===== config.mk =====
export PLATFORM = sky130hd
export DESIGN_NAME = hd_uart
export DESIGN_NICKNAME = d
export VERILOG_FILES = /design/src/rtl/hd_uart_pkg.sv /design/src/rtl/hd_uart_tx.sv /design/src/rtl/hd_uart_rx.sv /design/src/rtl/hd_uart_rxbuf.sv /design/src/rtl/hd_uart.sv
export SDC_FILE = /design/constraint.sdc
export NUM_CORES = 1
export LEC_CHECK = 0
export ABC_AREA = 1
export BUFFER_PORTS_ARGS = -buffer_cell sky130_fd_sc_hd__buf_2
export CORE_ASPECT_RATIO = 1.75
export CORE_MARGIN = 2
export CORE_UTILIZATION = 50
export DETAILED_ROUTE_END_ITERATION = 12
export HOLD_SLACK_MARGIN = 0.06
export PLACE_DENSITY = 0.63
export SYNTH_ARGS = -nofsm -noshare
export SYNTH_HDL_FRONTEND = slang
export SYNTH_HIERARCHICAL = 1
export SYNTH_SLANG_ARGS = --single-unit

===== constraint.sdc =====
create_clock -name clk_i -period 2.1 [get_ports clk_i]
set_clock_uncertainty 0.15 [all_clocks]
set_input_delay 0.42 -clock clk_i [delete_from_list [all_inputs] [get_ports clk_i]]
set_output_delay 0.42 -clock clk_i [all_outputs]
set_load 0.1 [all_outputs]

===== src/rtl/hd_uart_pkg.sv =====
package hd_uart_pkg;
  localparam int unsigned DATA_BITS  = 8;
  localparam int unsigned FRAME_BITS = DATA_BITS + 2;

  typedef enum logic [2:0] {
    RX_IDLE,
    RX_START,
    RX_DATA,
    RX_STOP,
    RX_WAIT_HI
  } rx_state_e;

  typedef struct packed {
    logic                 ferr;
    logic [DATA_BITS-1:0] data;
  } rx_entry_t;
endpackage


===== src/rtl/hd_uart_tx.sv =====
module hd_uart_tx
  import hd_uart_pkg::*;
#(
  parameter int unsigned DIV_W = 16
) (
  input  logic                 clk_i,
  input  logic                 rst_ni,
  input  logic [DIV_W-1:0]     div_i,
  input  logic                 tx_en_i,
  input  logic                 wr_i,
  input  logic [DATA_BITS-1:0] data_i,
  output logic                 full_o,
  output logic                 line_o,
  output logic                 oe_o
);
  localparam int unsigned IDX_W = $clog2(FRAME_BITS);
  localparam logic [IDX_W-1:0] LAST_BIT = IDX_W'(FRAME_BITS - 1);

  logic [DATA_BITS-1:0]  hold_q;
  logic                  hold_vld_q;
  logic [FRAME_BITS-1:0] frame_q;
  logic                  busy_q;
  logic [DIV_W-1:0]      cnt_q;
  logic [IDX_W-1:0]      idx_q;
  logic                  active_q;

  logic bit_end, frame_end, load, accept;

  assign bit_end   = busy_q && (cnt_q == '0);
  assign frame_end = bit_end && (idx_q == LAST_BIT);
  // next byte enters the shifter right as the previous stop bit ends
  assign load      = hold_vld_q && (!busy_q || frame_end);
  assign accept    = wr_i && tx_en_i && !hold_vld_q;

  always_ff @(posedge clk_i or negedge rst_ni) begin
    if (!rst_ni) begin
      hold_q     <= '0;
      hold_vld_q <= 1'b0;
    end else if (accept) begin
      hold_q     <= data_i;
      hold_vld_q <= 1'b1;
    end else if (load) begin
      hold_vld_q <= 1'b0;
    end
  end

  always_ff @(posedge clk_i or negedge rst_ni) begin
    if (!rst_ni) begin
      frame_q <= '1;
      busy_q  <= 1'b0;
      cnt_q   <= '0;
      idx_q   <= '0;
    end else if (load) begin
      frame_q <= {1'b1, hold_q, 1'b0};
      busy_q  <= 1'b1;
      cnt_q   <= div_i - DIV_W'(1);
      idx_q   <= '0;
    end else if (frame_end) begin
      busy_q  <= 1'b0;
    end else if (bit_end) begin
      frame_q <= {1'b1, frame_q[FRAME_BITS-1:1]};
      idx_q   <= idx_q + IDX_W'(1);
      cnt_q   <= div_i - DIV_W'(1);
    end else if (busy_q) begin
      cnt_q   <= cnt_q - DIV_W'(1);
    end
  end

  // disable is deferred: driver holds until holding and shift registers drain
  always_ff @(posedge clk_i or negedge rst_ni) begin
    if (!rst_ni) active_q <= 1'b0;
    else         active_q <= tx_en_i || hold_vld_q || busy_q;
  end

  assign line_o = busy_q ? frame_q[0] : 1'b1;
  assign oe_o   = active_q;
  assign full_o = hold_vld_q;

  AST_QUEUE_KEEPS_DRIVE: assert property (@(posedge clk_i) disable iff (!rst_ni)
    (hold_vld_q || busy_q) |-> active_q);
  AST_RELEASED_IDLES_HIGH: assert property (@(posedge clk_i) disable iff (!rst_ni)
    !active_q |-> line_o);
  AST_STOP_BIT_HIGH: assert property (@(posedge clk_i) disable iff (!rst_ni)
    frame_end |-> line_o);
  AST_WRITE_WHILE_OFF_DROPPED: assert property (@(posedge clk_i) disable iff (!rst_ni)
    (wr_i && !tx_en_i && !hold_vld_q) |=> !hold_vld_q);
endmodule


===== src/rtl/hd_uart_rx.sv =====
module hd_uart_rx
  import hd_uart_pkg::*;
#(
  parameter int unsigned DIV_W = 16
) (
  input  logic                 clk_i,
  input  logic                 rst_ni,
  input  logic [DIV_W-1:0]     div_i,
  input  logic                 en_i,
  input  logic                 line_i,
  output logic                 vld_o,
  output logic [DATA_BITS-1:0] data_o,
  output logic                 ferr_o
);
  localparam int unsigned BIT_W = $clog2(DATA_BITS);

  logic [1:0]           sync_q;
  logic                 rx_bit;
  rx_state_e            state_q;
  logic [DIV_W-1:0]     cnt_q;
  logic [BIT_W-1:0]     idx_q;
  logic [DATA_BITS-1:0] sh_q;

  assign rx_bit = sync_q[1];

  always_ff @(posedge clk_i or negedge rst_ni) begin
    if (!rst_ni) sync_q <= 2'b11;
    else         sync_q <= {sync_q[0], line_i};
  end

  always_ff @(posedge clk_i or negedge rst_ni) begin
    if (!rst_ni) begin
      state_q <= RX_IDLE;
      cnt_q   <= '0;
      idx_q   <= '0;
      sh_q    <= '0;
      vld_o   <= 1'b0;
      data_o  <= '0;
      ferr_o  <= 1'b0;
    end else begin
      vld_o <= 1'b0;
      if (!en_i) begin
        state_q <= RX_IDLE;
      end else begin
        unique case (state_q)
          RX_IDLE: if (!rx_bit) begin
            state_q <= RX_START;
            cnt_q   <= (div_i >> 1) - DIV_W'(1);
          end
          RX_START: if (cnt_q == '0) begin
            if (!rx_bit) begin
              state_q <= RX_DATA;
              cnt_q   <= div_i - DIV_W'(1);
              idx_q   <= '0;
            end else begin
              state_q <= RX_IDLE;   // glitch, not a start bit
            end
          end else cnt_q <= cnt_q - DIV_W'(1);
          RX_DATA: if (cnt_q == '0) begin
            sh_q  <= {rx_bit, sh_q[DATA_BITS-1:1]};
            cnt_q <= div_i - DIV_W'(1);
            if (idx_q == BIT_W'(DATA_BITS - 1)) state_q <= RX_STOP;
            else idx_q <= idx_q + BIT_W'(1);
          end else cnt_q <= cnt_q - DIV_W'(1);
          RX_STOP: if (cnt_q == '0) begin
            vld_o   <= 1'b1;
            data_o  <= sh_q;
            ferr_o  <= !rx_bit;
            state_q <= rx_bit ? RX_IDLE : RX_WAIT_HI;
          end else cnt_q <= cnt_q - DIV_W'(1);
          RX_WAIT_HI: if (rx_bit) state_q <= RX_IDLE;
          default: state_q <= RX_IDLE;
        endcase
      end
    end
  end

  AST_RX_QUIET_WHEN_GATED: assert property (@(posedge clk_i) disable iff (!rst_ni)
    !en_i |=> (state_q == RX_IDLE && !vld_o));
  AST_RX_SINGLE_PULSE: assert property (@(posedge clk_i) disable iff (!rst_ni)
    vld_o |=> !vld_o);
endmodule


===== src/rtl/hd_uart_rxbuf.sv =====
module hd_uart_rxbuf
  import hd_uart_pkg::*;
#(
  parameter int unsigned DEPTH = 8,
  localparam int unsigned PTR_W = $clog2(DEPTH + 1),
  localparam int unsigned IDX_W = $clog2(DEPTH)
) (
  input  logic             clk_i,
  input  logic             rst_ni,
  input  logic             clr_i,
  input  logic             push_i,
  input  rx_entry_t        entry_i,
  input  logic             irq_en_i,
  input  logic [IDX_W-1:0] rd_idx_i,
  output rx_entry_t        rd_entry_o,
  output logic [PTR_W-1:0] count_o,
  output logic             ovf_o,
  output logic             irq_o
);
  localparam logic [PTR_W-1:0] FULL = PTR_W'(DEPTH);

  logic [PTR_W-1:0] wptr_q;
  logic             ovf_q;
  rx_entry_t        mem_q [DEPTH];

  for (genvar g = 0; g < DEPTH; g++) begin : g_entry
    always_ff @(posedge clk_i or negedge rst_ni) begin
      if (!rst_ni) mem_q[g] <= '0;
      else if (push_i && !clr_i && wptr_q == PTR_W'(g)) mem_q[g] <= entry_i;
    end
  end

  always_ff @(posedge clk_i or negedge rst_ni) begin
    if (!rst_ni) begin
      wptr_q <= '0;
      ovf_q  <= 1'b0;
      irq_o  <= 1'b0;
    end else begin
      irq_o <= push_i && irq_en_i && !clr_i;
      if (clr_i) begin
        wptr_q <= '0;
        ovf_q  <= 1'b0;
      end else if (push_i) begin
        if (wptr_q == FULL) ovf_q  <= 1'b1;
        else                wptr_q <= wptr_q + PTR_W'(1);
      end
    end
  end

  assign rd_entry_o = mem_q[rd_idx_i];
  assign count_o    = wptr_q;
  assign ovf_o      = ovf_q;

  AST_PTR_BOUNDED: assert property (@(posedge clk_i) disable iff (!rst_ni)
    wptr_q <= FULL);
  AST_FULL_DROPS: assert property (@(posedge clk_i) disable iff (!rst_ni)
    (push_i && !clr_i && wptr_q == FULL) |=> (wptr_q == FULL && ovf_q));
  AST_OVF_STICKY: assert property (@(posedge clk_i) disable iff (!rst_ni)
    (ovf_q && !clr_i) |=> ovf_q);
  AST_CLEAR_REWINDS: assert property (@(posedge clk_i) disable iff (!rst_ni)
    clr_i |=> (wptr_q == '0 && !ovf_q));
endmodule


===== src/rtl/hd_uart.sv =====
module hd_uart
  import hd_uart_pkg::*;
#(
  parameter int unsigned DIV_W = 16,
  parameter int unsigned DEPTH = 8,
  localparam int unsigned PTR_W = $clog2(DEPTH + 1),
  localparam int unsigned IDX_W = $clog2(DEPTH)
) (
  input  logic                 clk_i,
  input  logic                 rst_ni,
  input  logic [DIV_W-1:0]     div_i,
  input  logic                 ctrl_we_i,
  input  logic                 ctrl_tx_en_i,
  input  logic                 ctrl_rx_en_i,
  input  logic                 ctrl_rx_ie_i,
  input  logic                 turn_rx_i,
  input  logic                 tx_wr_i,
  input  logic [DATA_BITS-1:0] tx_data_i,
  output logic                 tx_full_o,
  input  logic                 line_i,
  output logic                 line_o,
  output logic                 line_oe_o,
  input  logic [IDX_W-1:0]     rd_idx_i,
  output logic [DATA_BITS-1:0] rd_data_o,
  output logic                 rd_ferr_o,
  output logic [PTR_W-1:0]     rx_count_o,
  output logic                 rx_ovf_o,
  output logic                 rx_irq_o
);
  logic tx_en_q, rx_en_q, rx_ie_q;
  logic buf_clr, rx_gate, rx_vld, rx_ferr;
  logic [DATA_BITS-1:0] rx_data;
  rx_entry_t rd_entry;

  always_ff @(posedge clk_i or negedge rst_ni) begin
    if (!rst_ni) begin
      tx_en_q <= 1'b0;
      rx_en_q <= 1'b0;
      rx_ie_q <= 1'b0;
    end else if (turn_rx_i) begin
      tx_en_q <= 1'b0;
      rx_en_q <= 1'b1;
      rx_ie_q <= 1'b1;
    end else if (ctrl_we_i) begin
      tx_en_q <= ctrl_tx_en_i;
      rx_en_q <= ctrl_rx_en_i;
      rx_ie_q <= ctrl_rx_ie_i;
    end
  end

  assign buf_clr = turn_rx_i || (ctrl_we_i && ctrl_rx_en_i && !rx_en_q);
  assign rx_gate = rx_en_q && !line_oe_o;

  hd_uart_tx #(.DIV_W(DIV_W)) u_tx (
    .clk_i   (clk_i),
    .rst_ni  (rst_ni),
    .div_i   (div_i),
    .tx_en_i (tx_en_q),
    .wr_i    (tx_wr_i),
    .data_i  (tx_data_i),
    .full_o  (tx_full_o),
    .line_o  (line_o),
    .oe_o    (line_oe_o)
  );

  hd_uart_rx #(.DIV_W(DIV_W)) u_rx (
    .clk_i  (clk_i),
    .rst_ni (rst_ni),
    .div_i  (div_i),
    .en_i   (rx_gate),
    .line_i (line_i),
    .vld_o  (rx_vld),
    .data_o (rx_data),
    .ferr_o (rx_ferr)
  );

  hd_uart_rxbuf #(.DEPTH(DEPTH)) u_buf (
    .clk_i      (clk_i),
    .rst_ni     (rst_ni),
    .clr_i      (buf_clr),
    .push_i     (rx_vld),
    .entry_i    ('{ferr: rx_ferr, data: rx_data}),
    .irq_en_i   (rx_ie_q),
    .rd_idx_i   (rd_idx_i),
    .rd_entry_o (rd_entry),
    .count_o    (rx_count_o),
    .ovf_o      (rx_ovf_o),
    .irq_o      (rx_irq_o)
  );

  assign rd_data_o = rd_entry.data;
  assign rd_ferr_o = rd_entry.ferr;

  AST_TURN_SETS_RX: assert property (@(posedge clk_i) disable iff (!rst_ni)
    turn_rx_i |=> (!tx_en_q && rx_en_q && rx_ie_q));
  AST_NO_IRQ_WHEN_MASKED: assert property (@(posedge clk_i) disable iff (!rst_ni)
    (!rx_ie_q && !turn_rx_i && !ctrl_we_i) |=> !rx_irq_o);
endmodule


==> flow_summary.rst <==
.. list-table::
   :header-rows: 1

   * - Metric
     - Value
   * - Adder and majority cell fraction of the synthesized area
     - 0.01844
   * - CP Class
     - reg -> out
   * - Detailed Route WL
     - slightly below 30 mm
   * - Remaining number of nets flagged by the antenna check after routing
     - 0
   * - Worst reg2reg startpoint
     - u_rx/cnt_q[0]
   * - Via count of the first global-routing pass
     - about 9200
   * - Sequential fraction of the synthesis area
     - 0.4021
   * - Global-route wire length before repair
     - approximately 47 mm
   * - Placed Instances
     - about 1800
   * - Post-synthesis instance area
     - slightly above 10000 µm²
   * - Min Clock Period, post-route
     - 2.023 ns
   * - Post-detailed-route wirelength per cell
     - between 15 and 20 µm
   * - Final worst-path cycle share
     - 0.9632
   * - Design area
     - between 10000 and 15000 µm²
   * - Buf/Inv on CP
     - 2
   * - Effective utilization at floorplan
     - 0.5059
   * - Insertion delay to the later sink of the worst-skew pair
     - roughly 0.44 ns
   * - Slew Limit Headroom
     - 0.5939
   * - HPWL after DPL
     - between 20 and 25 mm
   * - Critical path capture point
     - tx_full_o
   * - Max-capacitance violation count
     - 0
   * - Clock tree from TritonCTS
     - done
   * - Number of nets in the synthesized netlist
     - about 1500
   * - Share of cell area taken by muxes after synthesis
     - 0.001106
   * - Violation count after the first detailed-route iteration
     - 621
   * - Slew Viols, Final
     - 0
   * - Cells on worst reg2reg path
     - 9
   * - Share of the synthesized area in the top cell type
     - 0.3737
   * - Setup repair after global routing missed its margin
     - true
   * - Clock Sinks
     - between 150 and 200
   * - Worst min-delay path category
     - in -> reg
   * - Die Footprint
     - 21560 µm²
   * - Synth top area cells
     - sky130_fd_sc_hd__dfrtp_1 (37%), sky130_fd_sc_hd__nand2_1 (18%), sky130_fd_sc_hd__nand3_1 (7.7%)
   * - Count of buffers added by post-CTS timing repair for setup
     - 0
   * - Arrival time at the worst endpoint
     - between 1 and 1.5 ns
   * - Area of the multi-input gates
     - around 5100 µm²
   * - Least-Margin Pin Slew
     - 0.6075 ns
   * - Xor and xnor fraction of the mapped netlist area
     - 0.02496
   * - Cell type contributing the most total cell area after synthesis
     - sky130_fd_sc_hd__dfrtp_1
   * - Number of nets in the finished design
     - between 1500 and 2000
   * - Pin count of the biggest net entering global routing
     - between 40 and 50
   * - Main combinational cell family by area after synthesis
     - simple AND/OR/NAND/NOR gates
   * - Delay-heaviest family, CP
     - buffers and inverters
   * - Max frequency
     - 494.4 MHz
   * - Commonest cells after routing, fill and taps aside
     - sky130_fd_sc_hd__nand2_1 (481), sky130_fd_sc_hd__inv_1 (190), sky130_fd_sc_hd__nand3_1 (156)
   * - Fraction of final layout cells with drive strength greater than 1
     - 0.1604
   * - Footprint of the flip-flops and latches
     - between 4000 and 5000 µm²
   * - CORE AREA
     - approximately 20000 µm²
   * - Largest fanout of any net on the critical path
     - 11
   * - Series of cell instances along the critical path
     - buf_4 > buf_2
   * - Die height
     - around 190 µm
   * - Number of failing setup endpoints in the final timing report
     - 0
   * - Cell leakage power
     - between 0.005 and 0.006 µW
   * - Required time at the endpoint of the critical path
     - 1.53 ns
   * - CP Launch Point
     - u_tx/full_o
   * - Routability congestion estimate
     - roughly 0.91
   * - Combined global-route utilization of all metal layers
     - 0.2780
   * - Number of vias after detailed routing
     - 9355
   * - Final hold violations
     - 0
   * - Max H-tree Level
     - 4
   * - Reg-to-Reg End
     - u_rx/sh_q[0]
   * - Number of antenna violations at the first check in global routing
     - 1
   * - Simple-gate share of the synthesized area
     - 0.3628
   * - Count of unresolved DRC violations after routing
     - 0
   * - Worst-path cell with the longest stage delay
     - sky130_fd_sc_hd__buf_2
   * - Clock-pin slew of the registers on the worst-case setup and hold paths
     - 0.07 ns
   * - Category of the worst setup path launch point
     - flip-flop
   * - First-pass detailed-route iteration total
     - 6
   * - Kind of capture point of the worst setup path
     - output pin
   * - Root buffer selected by CTS
     - sky130_fd_sc_hd__clkbuf_16
   * - Worst hold slack
     - between 0.07 and 0.08 ns
   * - Slowest Stage Delay on Critical Path
     - between 0.4 and 0.5 ns
   * - Area growth from synthesis to layout
     - 18.72%
   * - Placed standard-cell area
     - around 11000 µm²
   * - Count of unique library cells instantiated by Yosys
     - 43
   * - Run status
     - completed
   * - Number of storage elements in the synthesis netlist
     - 163
   * - Standard-cell rows
     - roughly 70
   * - Maximum count of clock buffers along a single path
     - 2
   * - Number of antenna repair diodes
     - 0
   * - Vias/cell
     - a little over 5
   * - Register-to-register path setup slack
     - approximately 0.077 ns
   * - Total CTS buffers
     - 17
   * - Power density over the cells
     - 710.8 nW/µm²
   * - Final cell count without fillers
     - 1813
   * - Number of filler instances in the final layout
     - 1932
   * - Total stage count of the critical path
     - 2
   * - Commonest non-fill, non-tap cell in the layout
     - sky130_fd_sc_hd__nand2_1
   * - YS warnings
     - 6
   * - IO Port Bufs
     - between 50 and 60
   * - Synthesized netlist cell count
     - roughly 1500
   * - Die width
     - between 100 and 150 µm
   * - Global route overflow
     - 0
   * - Largest voltage drop on the vdd net
     - about 0.59 mV
   * - Compound-cell area share of the yosys netlist
     - 0.08975
   * - Avg Synthesized Cell Area
     - 7.009 µm²
   * - Number of primary I/O pins
     - 54
==> state kept, by name, summed over array words and instances (netlist names) <==
| register | cells |
|---|---|
| u_buf/irq_o | 1 |
| u_rx/vld_o | 1 |
| rx_ie_q | 1 |
| u_rx/data_o | 8 |
| u_buf/count_o | 4 |
| rx_en_q | 1 |
| u_rx/sync_q | 2 |
| u_tx/busy_q | 1 |
| u_tx/idx_q | 4 |
| u_tx/oe_o | 1 |
| u_tx/full_o | 1 |
| u_tx/frame_q | 9 |
| u_rx/cnt_q | 16 |
| tx_en_q | 1 |
| u_rx/state_q | 3 |
| u_rx/idx_q | 3 |
| u_tx/hold_q | 8 |
| u_rx/sh_q | 8 |
| u_buf/mem_q | 72 |
| u_buf/ovf_o | 1 |
| u_tx/cnt_q | 16 |
| u_rx/ferr_o | 1 |
==> synth_stat cells, drive strengths merged <==
library cell,n
o21bai,6
xor2,20
inv,197
nand3,167
dfrtp,152
dfstp,11
a211o,1
xnor2,9
nor2,163
nand3b,4
buf,24
o21ai,113
a22oi,1
o21a,2
clkinv,3
o22ai,1
ha,15
nand2,500
a21oi,25
nor4,1
nand4,8
a21o,1
and3,1
or2,2
nor3b,1
clkbuf,16
o211ai,6
o41ai,1
mux2,1
==> report_power, final <==
group          leakage (µW)  total [µW]  switching (µW)  internal, µW
Sequential          0.00210        3510             152          3360
Clock              0.000320        3510            1320          2190
Combinational       0.00353        1570             995           577
Total               0.00595        8590            2460          6130
==> timing repair <==
action / in CTS / in global routing
endpoints found under the setup margin: 2 / 46
resized for setup: 3 / 12
endpoints found under the hold margin: 40 / 0
hold buffers: 5 / 0
==> tightest hold or removal path: stages <==
cell and delay [ns]:
sky130_fd_sc_hd__buf_2 0.07, sky130_fd_sc_hd__nand3_1 0.06, sky130_fd_sc_hd__nand2_1 0.07
==> area by class of cell <==
| class | count | share of cell area |
|---|---|---|
| multi-input combinational | 1049 | 0.4259 |
| sequential | 163 | 0.3391 |
| timing repair buffer | 121 | 0.09195 |
| inverter | 200 | 0.06286 |
| clock buffer | 22 | 0.03842 |
| tap | 248 | 0.02568 |
| clock inverter | 10 | 0.01605 |
==> routing by layer <==
layer	up-vias	wire [µm]	GRT usage
met4	2	1213	0.1334
met1	4312	10800	0.2870
met3	79	893	0.04366
li1	4746	-	-
met2	216	15890	0.5396
met5	-	13	0
==> worst min path at each step <==
stage                       startpoint               to  slack (ns)  depth (start not counted)
after global placement          rst_ni  u_buf/mem_q[13]        0.24                          1
final                     ctrl_tx_en_i          tx_en_q        0.07                          3
after CTS                    turn_rx_i          rx_ie_q        0.06                          3
after floorplan                 rst_ni          rx_en_q       -0.03                          0
after global routing      ctrl_tx_en_i          tx_en_q        0.08                          3
after detailed placement        rst_ni  u_buf/mem_q[49]        0.23                          1
==> logic make-up (layout without fill, tap and decap cells) <==
group | after synthesis | after routing
buf+inv | 240 | 353
simple gates | 847 | 847
xor+xnor | 29 | 29
compound gates | 157 | 157
flops | 163 | 163
fa+ha+maj | 15 | 15
mux | 1 | 1
==> metrics by stage <==
step	util	worst slack, ns	setup TNS [ns]	power, µW
6_report	0.6007	0.07723	0	8588
3_5_place_dp	0.5637	-0.001843	-0.001843	5113
5_1_grt	0.6007	-0.02551	-0.1319	8987
3_3_place_gp	0.5637	0.02389	0	5095
4_1_cts	0.5991	0.01212	0	8656
2_1_floorplan	-	0.03296	0	4514
Power figures use the tool's default switching activity.
